**src/rtl/pps_gated_uart_tx.sv**
```systemverilog
module pps_gated_uart_tx #(
  parameter int DEPTH = 16,
  parameter int DIV_W = 16,
  parameter int DLY_W = 32
) (
  input  logic             clk,
  input  logic             rst_n,
  input  logic             pps,
  input  logic [DLY_W-1:0] delay_cycles,
  input  logic [DIV_W-1:0] tick_div,
  input  logic [7:0]       wr_data,
  input  logic             wr_valid,
  output logic             wr_ready,
  output logic             tx,
  output logic             busy
);
  localparam int AW = (DEPTH > 1) ? $clog2(DEPTH) : 1;
  localparam int CW = $clog2(DEPTH + 1);

  logic             pps_q;
  logic             pps_rise;
  logic [DIV_W-1:0] tick_cnt;
  logic             tick;
  logic             armed;
  logic [DLY_W-1:0] dly_cnt;
  logic             expire;
  logic             released;
  logic [7:0]       mem [DEPTH];
  logic [AW-1:0]    wr_ptr, rd_ptr;
  logic [CW-1:0]    count;
  logic             push, pop;
  logic             shifting;
  logic [3:0]       sub;
  logic [3:0]       bitn;
  logic [9:0]       shreg;
  logic             frame_end;

  assign pps_rise  = pps & ~pps_q;
  assign tick      = ({1'b0, tick_cnt} + (DIV_W+1)'(1)) >= {1'b0, tick_div};
  assign expire    = armed & ~pps_rise & (({1'b0, dly_cnt} + (DLY_W+1)'(1)) >= {1'b0, delay_cycles});
  assign wr_ready  = count != CW'(DEPTH);
  assign push      = wr_valid & wr_ready;
  assign frame_end = shifting & tick & (sub == 4'd15) & (bitn == 4'd9);
  assign pop       = tick & released & (count != '0) & (~shifting | frame_end);
  assign tx        = shifting ? shreg[0] : 1'b1;
  assign busy      = shifting;

  function automatic logic [AW-1:0] nxt(input logic [AW-1:0] p);
    return (p == AW'(DEPTH - 1)) ? '0 : p + AW'(1);
  endfunction

  always_ff @(posedge clk) begin
    if (!rst_n) begin
      pps_q    <= 1'b0;
      tick_cnt <= '0;
    end else begin
      pps_q    <= pps;
      tick_cnt <= tick ? '0 : tick_cnt + DIV_W'(1);
    end
  end

  always_ff @(posedge clk) begin
    if (!rst_n) begin
      armed   <= 1'b0;
      dly_cnt <= '0;
    end else if (pps_rise) begin
      armed   <= 1'b1;
      dly_cnt <= '0;
    end else if (armed) begin
      if (expire) armed <= 1'b0;
      else        dly_cnt <= dly_cnt + DLY_W'(1);
    end
  end

  always_ff @(posedge clk) begin
    if (!rst_n)                                released <= 1'b0;
    else if (expire && (count != CW'(pop)))    released <= 1'b1;
    else if (pop && (count == CW'(1)))         released <= 1'b0;
  end

  always_ff @(posedge clk) begin
    if (push) mem[wr_ptr] <= wr_data;
  end

  always_ff @(posedge clk) begin
    if (!rst_n) begin
      wr_ptr <= '0;
      rd_ptr <= '0;
      count  <= '0;
    end else begin
      if (push) wr_ptr <= nxt(wr_ptr);
      if (pop)  rd_ptr <= nxt(rd_ptr);
      count <= count + CW'(push) - CW'(pop);
    end
  end

  always_ff @(posedge clk) begin
    if (!rst_n) begin
      shifting <= 1'b0;
      sub      <= '0;
      bitn     <= '0;
      shreg    <= '1;
    end else if (pop) begin
      shifting <= 1'b1;
      sub      <= '0;
      bitn     <= '0;
      shreg    <= {1'b1, mem[rd_ptr], 1'b0};
    end else if (shifting && tick) begin
      if (sub == 4'd15) begin
        sub <= '0;
        if (bitn == 4'd9) begin
          shifting <= 1'b0;
        end else begin
          bitn  <= bitn + 4'd1;
          shreg <= {1'b1, shreg[9:1]};
        end
      end else begin
        sub <= sub + 4'd1;
      end
    end
  end
endmodule

```
**config.mk**
```make
export PLATFORM = sky130hd
export DESIGN_NAME = pps_gated_uart_tx
export DESIGN_NICKNAME = d
export VERILOG_FILES = /design/src/rtl/pps_gated_uart_tx.sv
export SDC_FILE = /design/constraint.sdc
export NUM_CORES = 1
export LEC_CHECK = 0
export CAP_MARGIN = 30
export CORE_ASPECT_RATIO = 0.75
export CORE_UTILIZATION = 60
export CTS_CLUSTER_DIAMETER = 50
export DETAILED_ROUTE_END_ITERATION = 16
export PLACE_DENSITY_LB_ADDON = 0.2
export SKIP_LAST_GASP = 1
export SLEW_MARGIN = 20
export SYNTH_ARGS = -nofsm -noshare
export SYNTH_HDL_FRONTEND = slang
export SYNTH_SLANG_ARGS = --single-unit
```
**constraint.sdc**
```tcl
create_clock -name clk -period 10.8 [get_ports clk]
set_clock_uncertainty 0.05 [all_clocks]
set_input_delay 1.08 -clock clk [delete_from_list [all_inputs] [get_ports clk]]
set_output_delay 1.08 -clock clk [all_outputs]
set_load 0.02 [all_outputs]
```
==> flow_summary.json <==
{
  "outcome": "finished, final reports clean",
  "drv_slew": 0,
  "leakage_nw": 4.55,
  "rsz0062_at_grt": "no",
  "max-vdd-ir-drop_uv": 125,
  "die_area_um2": 18200,
  "cp-end-kind": "flip-flop",
  "clkLatencyLatePin_ps": 510,
  "comb_power_share_pct": 8.9,
  "crit_slowest_cell": "nor3b_1",
  "path_clk_slew_ps": 70,
  "p_seq_share_pct": 50.5,
  "synth.distinct_cells": 68,
  "avgSynthCellArea_um2": 12.0,
  "critPathLaunchType": "flip-flop",
  "clkPwrFrac_pct": 40.6,
  "tightest_slew_ps": 977,
  "dr.pass1.iters": 5,
  "min_path_type": "reg2reg",
  "switchingPower_mw": 0.407,
  "p_per_area_nw_per_um2": 146,
  "cts_buffer_depth": 3,
  "rrSetupSlack_ps": 5500,
  "crit_required_ps": 11170,
  "io_pins": 63,
  "tritoncts": "done",
  "p_total_mw": 1.78,
  "cp_max_fo": 14,
  "fp.coreArea_um2": 17000,
  "grt_max_degree": 39,
  "wl_um": 23000,
  "ys_seq_area_share_pct": 52.5,
  "drv_cap": 0,
  "fmax_mhz": 189,
  "cts_resized": 0,
  "num_antenna_cells": 0,
  "postSynthCellCount": 885,
  "viasPerCell": 6.05,
  "root_buffer": "clkbuf_16",
  "synth_warnings": 0,
  "critical_path_class": "reg2reg",
  "drive_above_1_share_pct": 11.6,
  "cp.arrival_ps": 5670,
  "final_nets": 1070,
  "cts_hold_buf": 0,
  "rows": 41,
  "grt_pass1_vias": 7058,
  "clkSinkCount": 214,
  "syn_nets": 1010,
  "drc": 0,
  "io_buffers": 62,
  "finalCritPeriodShare_pct": 49.1,
  "routedWlPerCell_um": 19.2,
  "seqCellArea_um2": 5570,
  "die_x_um": 156,
  "ys.flop_type": "edfxtp_1",
  "grt_usage_pct": 26.2,
  "cts_made_buffers": 21,
  "path_cells": "ha_1 -> nand3_2 -> or4b_4 -> and2b_1 -> xor2_1 -> ha_1 -> a21o_1 -> a21oi_1 -> o21a_4 -> nor3b_1 -> nor2_2 -> ha_1 -> inv_1 -> ha_1 -> fa_1 -> a21oi_1 -> nor2_1 -> or3_1 -> a21oi_1",
  "drt_iter0_drc": 503,
  "ant_nets": 0,
  "place_congestion": 0.837,
  "slew_headroom_pct": 34.5,
  "start_util_pct": 62.3,
  "grt_pass1_wl_um": 36600,
  "syn_to_final_growth_pct": 15.2,
  "die_h_um": 117,
  "cpMostUsedCell": "ha_1",
  "h-tree-depth": 1,
  "p_int_mw": 1.37,
  "swShare_pct": 22.8,
  "grt-ovfl-total": 0,
  "tns_ps": 0,
  "dp_hpwl_um": 16000,
  "hold_ws_ps": 426,
  "ys_ff_latch": 214,
  "antenna_found_initial": 0,
  "synth_area_um2": 10600,
  "vias": 7240,
  "multi_input_area_um2": 4650,
  "fillCellCount": 1151,
  "finalSetupViolCount": 0,
  "postCtsSetupBuffers": 0,
  "max_stage_delay_ps": 580,
  "min_period_ps": 5300,
  "async_reset_ff_share_pct": 0,
  "finalHoldViolCount": 0,
  "synth_edf_count": 128
}
final timing paths:
path,depth (start not counted),to,from
max reg2reg,19,count[4],tick_cnt[0]
min,2,released,released
max,19,count[4],tick_cnt[0]
min reg2reg,2,released,released
state kept, by name (all words and copies together), names as in the netlist, named ones only:
| register | cells |
|---|---|
| tick_cnt | 16 |
| mem | 128 |
| dly_cnt | 32 |
| rd_ptr | 4 |
| wr_ptr | 4 |
| sub | 4 |
| busy | 1 |
| armed | 1 |
| shreg | 9 |
| count | 5 |
| pps_q | 1 |
| bitn | 4 |
| released | 1 |
critical path, delay by kind of cell (launching register included):
kind,cells,cell delay (ps)
and+or+nand+nor,7,2220
adders and majority gates,5,1480
AOI/OAI and AO/OA,5,860
DFF,1,390
xor gates and xnor gates,1,190
buffers and inverters,1,40
cells by family (layout without fill, tap and decap cells):
kind of cell / Yosys count / count (layout) / synth area share [%]
compound gates: 142 / 142 / 8.60
xor+xnor: 52 / 52 / 4.29
fa+ha+maj: 65 / 65 / 7.74
buf+inv: 104 / 179 / 3.90
flops: 214 / 214 / 52.5
mux: 49 / 49 / 9.34
simple gates: 259 / 259 / 13.6
layout by cell type, fill, tap and decap left out, drive strengths merged, types with 39 or more instances in the layout:
master / instances
nand2: 49
edfxtp: 128
mux4: 40
inv: 67
a21oi: 57
ha: 64
dfxtp: 86
nand3: 39
clkdlybuf4s50: 62
nor2: 45
layer usage:
layer / vias up / part of all wire, % / track usage (%)
met5: - / 0 / 0
met4: 0 / 2.1 / 6.67
met3: 34 / 6.0 / 3.61
met2: 224 / 47 / 43.1
met1: 3539 / 45 / 37.2
li1: 3443 / - / -
power by group through the flow:
stage / sequential (mW) / clock [mW] / combinational (mW)
after floorplan: 0.913 / 0 / 0.0931
after CTS: 0.898 / 0.732 / 0.157
final: 0.899 / 0.723 / 0.159
after detailed placement: 0.916 / 0 / 0.155
after global placement: 0.914 / 0 / 0.144
after global routing: 0.900 / 0.759 / 0.174
synthesized netlist by cell type, drive strengths merged, types with 3 or more instances:
master  count  area, um2
edfxtp    128       3840
dfxtp      86       1720
ha         64        801
inv        64        240
a21oi      57        293
nand2      49        184
nor2       45        171
mux4       40        901
nand3      39        200
xnor2      37        324
or4        28        214
o31ai      27        203
clkbuf     26        100
and3       25        161
o21ai      21        105
nand4      18        128
xor2       15        131
buf        14       73.8
and2       10       65.1
nor3       10       60.1
mux2i       9       90.1
a21o        8       60.1
nand2b      8       50.1
a22oi       7       52.6
and4        5       46.3
a211oi      4       35.0
nor2b       4       25.0
o21a        4       37.5
or2         4       25.0
or3         4       25.0
a221o       3       30.0
layout make-up:
class | count | share of cell area [%]
sequential | 214 | 45.6
inverter | 64 | 1.97
tap | 236 | 2.42
clock buffer | 26 | 4.45
multi-input combinational | 567 | 38.0
clock inverter | 12 | 1.05
timing repair buffer | 77 | 6.51
metrics by stage:
step / std cells / setup slack (ps) / area [um2] / util, %
after floorplan: 885 / 6070 / 10600 / -
after global placement: 1148 / 5770 / 11400 / 67.0
after detailed placement: 1156 / 5550 / 11500 / 67.7
after CTS: 1194 / 5540 / 12200 / 71.6
after global routing: 1196 / 5220 / 12200 / 71.7
final: 1196 / 5500 / 12200 / 71.7
Power figures use the tool's default switching activity.
